==> src/rtl/lockbus_pkg.sv <==
package lockbus_pkg;

  typedef enum logic [1:0] {
    OP_RD   = 2'b00,
    OP_WR   = 2'b01,
    OP_RMW  = 2'b10,
    OP_INTA = 2'b11
  } op_e;

  typedef enum logic [2:0] {
    ST_IDLE,
    ST_ADDR,
    ST_DATA,
    ST_MOD,
    ST_GAP,
    ST_REST
  } st_e;

  // operation made of two bus cycles
  function automatic logic op_two_cycles(op_e op);
    return (op == OP_RMW) || (op == OP_INTA);
  endfunction

  // lock is used only on memory space; paired operations always want it
  function automatic logic lock_applies(op_e op, logic lock_req, logic io);
    return (op_two_cycles(op) || lock_req) && !io;
  endfunction

  // direction of the current cycle within the operation
  function automatic logic cycle_writes(op_e op, logic second);
    return (op == OP_WR) || ((op == OP_RMW) && second);
  endfunction

  // is the current cycle the final one of the operation
  function automatic logic cycle_final(op_e op, logic second);
    return second || !op_two_cycles(op);
  endfunction

  // a cycle can be in lock framing in these states
  function automatic logic st_in_frame(st_e st);
    return (st == ST_ADDR) || (st == ST_DATA) || (st == ST_MOD) || (st == ST_GAP);
  endfunction

endpackage

==> src/rtl/lockbus_dpath.sv <==
module lockbus_dpath
  import lockbus_pkg::*;
#(
  parameter int AW = 32,
  parameter int DW = 32
) (
  input  logic          clk,
  input  logic          rst,
  input  logic          accept,
  input  op_e           req_op,
  input  logic          req_io,
  input  logic          req_lock,
  input  logic [AW-1:0] req_addr,
  input  logic [DW-1:0] req_wdata,
  input  logic          mod_take,
  input  logic [DW-1:0] mod_data,
  output op_e           op_q,
  output logic          io_q,
  output logic          lock_q,
  output logic [AW-1:0] addr_q,
  output logic [DW-1:0] wdata_q
);

  always_ff @(posedge clk) begin
    if (rst) begin
      op_q    <= OP_RD;
      io_q    <= 1'b0;
      lock_q  <= 1'b0;
      addr_q  <= '0;
      wdata_q <= '0;
    end else if (accept) begin
      op_q    <= req_op;
      io_q    <= req_io;
      lock_q  <= lock_applies(req_op, req_lock, req_io);
      addr_q  <= req_addr;
      wdata_q <= req_wdata;
    end else if (mod_take) begin
      wdata_q <= mod_data;
    end
  end


  io_nolock_chk: assert property (@(posedge clk) disable iff (rst)
    (accept && req_io) |=> !lock_q);

endmodule

==> src/rtl/lockbus_fsm.sv <==
module lockbus_fsm
  import lockbus_pkg::*;
(
  input  logic clk,
  input  logic rst,
  input  logic req_valid,
  input  op_e  op_q,
  input  logic bus_brdy,
  input  logic mod_valid,
  output st_e  st_q,
  output logic accept,
  output logic req_ready,
  output logic bus_ads,
  output logic cur_write,
  output logic cyc_end,
  output logic last_end,
  output logic mod_take,
  output logic rd_valid,
  output logic done
);

  st_e  st_d;
  logic second_q;
  logic mid_end;
  logic rmw_early;

  assign req_ready = (st_q == ST_IDLE) || (st_q == ST_REST);
  assign accept    = req_valid && req_ready;
  assign bus_ads   = (st_q == ST_ADDR);
  assign cur_write = cycle_writes(op_q, second_q);
  assign cyc_end   = (st_q == ST_DATA) && bus_brdy;
  assign last_end  = cyc_end && cycle_final(op_q, second_q);
  assign mid_end   = cyc_end && !cycle_final(op_q, second_q);
  assign rmw_early = mid_end && (op_q == OP_RMW) && mod_valid;
  assign mod_take  = rmw_early || ((st_q == ST_MOD) && mod_valid);
  assign rd_valid  = cyc_end && !cur_write;
  assign done      = (st_q == ST_REST);

  always_comb begin
    st_d = st_q;
    case (st_q)
      ST_IDLE, ST_REST: st_d = accept ? ST_ADDR : ST_IDLE;
      ST_ADDR:          st_d = ST_DATA;
      ST_DATA: begin
        if (last_end)
          st_d = ST_REST;
        else if (mid_end && (op_q == OP_RMW))
          st_d = mod_valid ? ST_GAP : ST_MOD;
        else if (mid_end)
          st_d = ST_GAP;
        else
          st_d = ST_DATA;
      end
      ST_MOD:           st_d = mod_valid ? ST_ADDR : ST_MOD;
      ST_GAP:           st_d = ST_ADDR;
      default:          st_d = ST_IDLE;
    endcase
  end

  always_ff @(posedge clk) begin
    if (rst) begin
      st_q     <= ST_IDLE;
      second_q <= 1'b0;
    end else begin
      st_q <= st_d;
      if (accept)
        second_q <= 1'b0;
      else if (mid_end)
        second_q <= 1'b1;
    end
  end


  reset_quiet_chk: assert property (@(posedge clk) disable iff (rst)
    $past(rst) |-> (!bus_ads && req_ready && !done));


  ads_single_chk: assert property (@(posedge clk) disable iff (rst)
    bus_ads |=> !bus_ads);


  idle_gap_chk: assert property (@(posedge clk) disable iff (rst)
    cyc_end |=> !bus_ads);


  rmw_write_after_mod_chk: assert property (@(posedge clk) disable iff (rst)
    (bus_ads && cur_write && (op_q == OP_RMW)) |-> ($past(mod_take) || $past(st_q == ST_GAP)));


  busy_noready_chk: assert property (@(posedge clk) disable iff (rst)
    accept |=> !req_ready);


  done_pulse_chk: assert property (@(posedge clk) disable iff (rst)
    done |=> !done);

endmodule

==> src/rtl/lockbus_lockgen.sv <==
module lockbus_lockgen
  import lockbus_pkg::*;
(
  input  logic clk,
  input  logic rst,
  input  st_e  st_q,
  input  logic lock_q,
  input  logic last_end,
  input  logic bus_ads,
  input  logic bus_mio,
  output logic bus_lock
);

  assign bus_lock = lock_q && st_in_frame(st_q);


  lock_rise_chk: assert property (@(posedge clk) disable iff (rst)
    $rose(bus_lock) |-> bus_ads);


  lock_hold_chk: assert property (@(posedge clk) disable iff (rst)
    (bus_lock && !last_end) |=> bus_lock);


  lock_fall_chk: assert property (@(posedge clk) disable iff (rst)
    $fell(bus_lock) |-> $past(last_end));


  lock_gap_chk: assert property (@(posedge clk) disable iff (rst)
    (bus_lock && last_end) |=> !bus_lock);


  lock_mem_chk: assert property (@(posedge clk) disable iff (rst)
    bus_lock |-> bus_mio);

endmodule

==> src/rtl/lockbus_seq.sv <==
module lockbus_seq
  import lockbus_pkg::*;
#(
  parameter int AW = 32,
  parameter int DW = 32
) (
  input  logic          clk,
  input  logic          rst,
  input  logic          req_valid,
  output logic          req_ready,
  input  logic [1:0]    req_op,
  input  logic          req_io,
  input  logic          req_lock,
  input  logic [AW-1:0] req_addr,
  input  logic [DW-1:0] req_wdata,
  input  logic          mod_valid,
  input  logic [DW-1:0] mod_data,
  output logic          rd_valid,
  output logic [DW-1:0] rd_data,
  output logic          done,
  output logic          bus_ads,
  input  logic          bus_brdy,
  output logic          bus_lock,
  output logic          bus_wr,
  output logic          bus_mio,
  output logic [AW-1:0] bus_addr,
  output logic [DW-1:0] bus_wdata,
  input  logic [DW-1:0] bus_rdata
);

  op_e  op_q;
  st_e  st_q;
  logic io_q;
  logic lock_q;
  logic accept;
  logic cur_write;
  logic cyc_end;
  logic last_end;
  logic mod_take;

  lockbus_dpath #(.AW(AW), .DW(DW)) u_dpath (
    .clk       (clk),
    .rst       (rst),
    .accept    (accept),
    .req_op    (op_e'(req_op)),
    .req_io    (req_io),
    .req_lock  (req_lock),
    .req_addr  (req_addr),
    .req_wdata (req_wdata),
    .mod_take  (mod_take),
    .mod_data  (mod_data),
    .op_q      (op_q),
    .io_q      (io_q),
    .lock_q    (lock_q),
    .addr_q    (bus_addr),
    .wdata_q   (bus_wdata)
  );

  lockbus_fsm u_fsm (
    .clk       (clk),
    .rst       (rst),
    .req_valid (req_valid),
    .op_q      (op_q),
    .bus_brdy  (bus_brdy),
    .mod_valid (mod_valid),
    .st_q      (st_q),
    .accept    (accept),
    .req_ready (req_ready),
    .bus_ads   (bus_ads),
    .cur_write (cur_write),
    .cyc_end   (cyc_end),
    .last_end  (last_end),
    .mod_take  (mod_take),
    .rd_valid  (rd_valid),
    .done      (done)
  );

  lockbus_lockgen u_lockgen (
    .clk      (clk),
    .rst      (rst),
    .st_q     (st_q),
    .lock_q   (lock_q),
    .last_end (last_end),
    .bus_ads  (bus_ads),
    .bus_mio  (bus_mio),
    .bus_lock (bus_lock)
  );

  assign bus_wr  = cur_write;
  assign bus_mio = !io_q;
  assign rd_data = bus_rdata;


  ready_ends_cycle_chk: assert property (@(posedge clk) disable iff (rst)
    (cyc_end && !last_end) |=> !done);

endmodule

==> config.mk <==
export PLATFORM = sky130hd
export DESIGN_NAME = lockbus_seq
export DESIGN_NICKNAME = d
export VERILOG_FILES = /design/src/rtl/lockbus_pkg.sv /design/src/rtl/lockbus_dpath.sv /design/src/rtl/lockbus_fsm.sv /design/src/rtl/lockbus_lockgen.sv /design/src/rtl/lockbus_seq.sv
export SDC_FILE = /design/constraint.sdc
export NUM_CORES = 1
export LEC_CHECK = 0
export BUFFER_PORTS_ARGS = -buffer_cell sky130_fd_sc_hd__buf_2
export CELL_PAD_IN_SITES_DETAIL_PLACEMENT = 1
export CELL_PAD_IN_SITES_GLOBAL_PLACEMENT = 2
export CORE_ASPECT_RATIO = 0.75
export CORE_MARGIN = 2
export CORE_UTILIZATION = 23
export DETAILED_ROUTE_END_ITERATION = 8
export PLACE_DENSITY = 0.9
export SLEW_MARGIN = 20
export SYNTH_ARGS = -nofsm -noshare
export SYNTH_HDL_FRONTEND = slang
export SYNTH_SLANG_ARGS = --single-unit
==> constraint.sdc <==
create_clock -name clk -period 1.6 [get_ports clk]
set_input_delay 0.32 -clock clk [delete_from_list [all_inputs] [get_ports clk]]
set_output_delay 0.32 -clock clk [all_outputs]
set_load 0.01 [all_outputs]
# --- Yosys cells after proc, flatten, opt, wreduce, memory -nomap -nowiden ---
# Cells that the tools add are included.
totals:
  ff_bits: 72
  latch_bits: 0
  inputBits: 137
  n_memories: 0
  word_cells: 56
  mem_bits_ro: 0
  output_inout_bits: 103
  ram_bits: 0
op_classes:
  n_addsub: 0
  n_eq_ne: 10
  div_mod_pow: 0
  shift: 0
  mul: 0
  n_mux: 9
  bitwise_logic: 0
  order_cmp: 0
  reduce_logical: 30
ops:
  columns: ["operator", "n"]
  rows:
  - ["2-to-1 mux 32 bit", 2]
  - ["case mux 3 bit (5 select lines)", 1]
  - ["2-to-1 mux 3 bit", 4]
  - ["logical AND 1 bit", 11]
  - ["logical OR 1 bit", 10]
  - ["== test 2 bit, second input constant", 4]
  - ["== test 3 x 2 -> 1 bit, second input constant", 2]
  - ["== test 3 bit, second input constant", 2]
  - ["zero test 1 bit", 5]
  - ["OR reduction 2 bit", 2]
  - ["== test 3 x 1 -> 1 bit, second input constant", 1]
  - ["zero test 3 bit", 1]
  - ["== test 2 x 1 -> 1 bit, second input constant", 1]
  - ["2-to-1 mux 2 bit", 1]
  - ["nonzero test 2 bit", 1]
  - ["2-to-1 mux 1 bit", 1]

# --- Depth between registers and ports, before layout ---
depth:
  word_depth: 11
  depth_mapped: 6
  ltp_nobuf: 3

# --- By module ---
# From an unflattened synthesis, not the netlist that was laid out.
unflattened:
  hier_cells: 330
  area_unflattened_um2: 3489.6
modules_own_cells:
  columns: ["module", "cells_per_inst", "instances", "seq_area_each_um2", "area_each_um2"]
  rows:
  - ["lockbus_dpath", 258, 1, 1361.3, 2946.6]
  - ["lockbus_fsm", 36, 1, 80.1, 281.5]
  - ["lockbus_seq", 33, 1, 0.0, 244.0]
  - ["lockbus_lockgen", 3, 1, 0.0, 17.5]

# --- Least setup slack after synthesis ---
# No wires, ideal clock.
synth_timing:
  kind: "register to output"
  from: "register u_fsm.st_q[0]"
  to: "output port bus_ads"
  arrival_ns: 1.143
  t_required_ns: 1.280
  stages_incl_launch_ff: 5
  path_slack_ns: 0.137
  path_buffers: 3
  path_cell_list: "dfxtp_1 -> buf_6 -> buf_2 -> buf_2 -> nor3b_1"
synth_between:
  elab_chain_len: 1
synth_lines:
  columns: ["element", "line_no", "source"]
  rows:
  - ["start, declared", "lockbus_fsm.sv:10", "output st_e st_q,"]
  - ["start signal, assigned", "lockbus_fsm.sv:65", "st_q <= st_d;"]
  - ["== test 3 x 1 -> 1 bit", "lockbus_fsm.sv:29", "assign bus_ads = (st_q == ST_ADDR);"]
  - ["end, declared", "lockbus_seq.sv:21", "output logic bus_ads,"]
# Every way passes these cells.

# --- Worst setup path after layout ---
layout_timing:
  from: "register u_fsm.st_q[0]"
  to: "output port rd_valid"
layout_between:
  elab_chain_len: 3
layout_lines:
  columns: ["element", "line_no", "source"]
  rows:
  - ["== test 3 x 2 -> 1 bit", "lockbus_fsm.sv:31", "assign cyc_end = (st_q == ST_DATA) && bus_brdy;"]
  - ["logical AND 1 bit", "lockbus_fsm.sv:31", null]
  - ["logical AND 1 bit", "lockbus_fsm.sv:36", "assign rd_valid = cyc_end && !cur_write;"]
  - ["end, declared", "lockbus_seq.sv:18", "output logic rd_valid,"]
# Every way passes these cells.

==> impl_metrics.json <==
{
  "outcome": "complete, but fails checks",
  "violations": "setup timing",
  "finalNetCount": 735,
  "yosysSeqAreaShare": 0.357,
  "detail_route.wl_per_cell_um": 16.8,
  "yosys_most_used_dff": "dfxtp_1",
  "rsz0062_at_grt": "true",
  "dieArea_sq_mm": 0.0186,
  "via_per_inst": 4.81,
  "cap_violations": 0,
  "hold_class": "input port to flip-flop",
  "fin_area_sq_mm": 0.00546,
  "fillers": 2030,
  "total_power_mw": 5.41,
  "initial_core_util": 0.238,
  "multi_input_area_sq_mm": 0.00201,
  "relSlewSlack": 0.599,
  "yosysTopAreaCellShare": 0.357,
  "slew_violations": 0,
  "clk_latency_ns": 0.33,
  "ys_warn_count": 0,
  "postSynthAreaPerCell_sq_um": 8.70,
  "utilization": 0.322,
  "seqCellArea_sq_mm": 0.00146,
  "final-setup-viol-count": 1,
  "coreArea_sq_mm": 0.0170,
  "hold_viol": 0,
  "clkSinkCount": 72,
  "area_growth_pct": 35.4,
  "arrival_ns": 1.30,
  "placed_cell_area_sq_mm": 0.00501,
  "dr_total_vias": 4029,
  "dp_hpwl_um": 9650,
  "cp_slowest_cell": "dfxtp_4",
  "cts_tree": "done",
  "period_share": 1.01,
  "cellPowerDensity_mw_per_mm2": 989,
  "setup-tns-final_ns": -0.0152,
  "htree_levels": 3,
  "period_needed_ns": 1.62,
  "fp.dieH_um": 119,
  "critPathMaxStageDelay_ns": 0.39,
  "synth_cells": 464,
  "path_max_fanout": 6,
  "crit_type": "flip-flop to output pin",
  "grt_pass1_vias": 4220,
  "critPathLaunchType": "flip-flop",
  "postCtsHoldBufs": 0,
  "drt_iter0_drc": 234,
  "antenna_found_initial": 0,
  "cpLargestDelayFamily": "flip-flops",
  "finalWorstSetupSlack_ns": -0.0152,
  "routed_wl_um": 14000,
  "grt_max_degree": 45,
  "synth_edf_count": 0,
  "ios": 240,
  "cp_num_buf_inv": 2,
  "crit_chain": "buf_6 > nand4bb_4 > nor2_1 > buf_2",
  "worst_pin_slew_ns": 0.593,
  "syn-num-nets": 601,
  "buffer_ports.inserted": 175,
  "crit_path_end_kind": "output pin",
  "ant_nets": 0,
  "fmax_mhz": 619,
  "grt_pass1_wl_um": 22300,
  "synth_seq_cells": 72,
  "die_w_um": 157,
  "grt_usage": 0.152,
  "cts_made_buffers": 9,
  "fp-row-count": 41,
  "grt_overflow": 0,
  "drc": 0,
  "finClkSkew_ns": 0.00629,
  "ys_top_cells_by_count": "72 x dfxtp_1, 70 x a21oi_1, 37 x o21ai_0",
  "place_congestion": 0.701,
  "drive_above_1_share": 0.457,
  "synth_most_common_cell": "dfxtp_1",
  "ir_worst_vdd_uv": 438,
  "async_flop_share": 0,
  "drtPass1Iterations": 5,
  "synth_area_leader_cell": "dfxtp_1",
  "n_antenna_cell": 0,
  "cp.required_ns": 1.28,
  "synth.distinct_cells": 34,
  "place_ws_ns": 0.0196,
  "cts_buffer_depth": 2,
  "leakage_nw": 2.77,
  "clkSlewWorstSetupHoldPaths_ns": 0.06,
  "cts-root-buf": "clkbuf_16",
  "synth_area_sq_mm": 0.00404,
  "synth_area_leaders": "dfxtp_1 36%, a211oi_2 9.3%, a21oi_1 8.7%, o211a_1 7.9%, buf_4 6.3%"
}
==> state kept, by name, summed over array words and instances, names as in the netlist <==
name and count:
u_dpath.io_q 1, u_fsm.st_q 3, u_dpath.wdata_q 32, u_dpath.lock_q 1, u_dpath.addr_q 32, u_dpath.op_q 2
u_fsm.second_q 1
==> worst register-to-register path, cell delays in order, from the launching register on <==
cell and delay [ns]:
dfxtp_4 0.37, buf_8 0.14, buf_4 0.15, xnor2_4 0.20, buf_12 0.23, a21oi_1 0.13
a211oi_2 0.24
==> routing by layer <==
metal | GRT usage | up-vias | wire [um]
met4 | 0.0424 | 0 | 174
met1 | 0.198 | 1948 | 6600
met2 | 0.245 | 137 | 6410
li1 | - | 1921 | -
met3 | 0.0407 | 23 | 859
met5 | 0 | - | 0
==> cell families (layout without fill, tap and decap cells) <==
group,count (synthesis),after routing,synth area share
buffers and inverters,121,259,0.167
and+or+nand+nor,58,58,0.0803
DFF,72,72,0.357
AOI/OAI and AO/OA,209,209,0.380
muxes,1,1,0.00248
xor gates and xnor gates,3,3,0.0130
==> power by group <==
part	switching (mW)	leakage, nW	internal [mW]
combinational	0.740	2.03	0.577
sequential	0.101	0.598	1.96
clock	0.790	0.137	1.24
==> placed cells by master, fill, tap and decap left out, types with 2 or more instances in the layout <==
cell type / count
nand2_1: 3
a211oi_1: 4
o21ai_0: 37
and3b_1: 3
clkbuf_16: 9
nand3_1: 35
a211oi_2: 30
dfxtp_2: 2
buf_12: 9
buf_4: 22
nor2_1: 3
dfxtp_4: 4
buf_2: 174
a21oi_1: 70
clkinvlp_4: 3
o31ai_1: 32
buf_6: 4
o211a_1: 32
dfxtp_1: 66
inv_1: 34
==> per-stage QoR <==
step / hold WS (ns) / instances
5_1_grt: 0.225 / 838
4_1_cts: 0.215 / 837
3_5_place_dp: 0.470 / 815
3_3_place_gp: 0.459 / 815
2_1_floorplan: 0.445 / 464
6_report: 0.229 / 838
==> worst paths after layout <==
kind                            slack, ns  depth (start not counted)             endpoint               start
worst min-delay path                 0.23                          3    u_dpath.addr_q[8]         req_addr[8]
worst min register to register       0.48                          2   u_dpath.addr_q[15]  u_dpath.addr_q[15]
worst max register to register       0.06                          6  u_dpath.wdata_q[26]       u_fsm.st_q[2]
worst max-delay path                -0.02                          4             rd_valid       u_fsm.st_q[0]
==> timing repair <==
| action | in CTS | in global routing |
|---|---|---|
| resized for setup | 13 | 11 |
| hold endpoints to repair | 0 | 0 |
| gates cloned | 0 | 0 |
| buffers inserted | 7 | 1 |
| pin swaps | 3 | 3 |
| setup endpoints to repair | 6 | 15 |
==> cell type report <==
cell class	count	area share
flip-flops and latches	72	0.267
multi-input cells	271	0.368
clock inverters	5	0.0105
clock buffers	10	0.0437
repair buffers	210	0.234
well taps	236	0.0540
inverters	34	0.0234
Note: power is estimated with default switching activity, not from simulation.
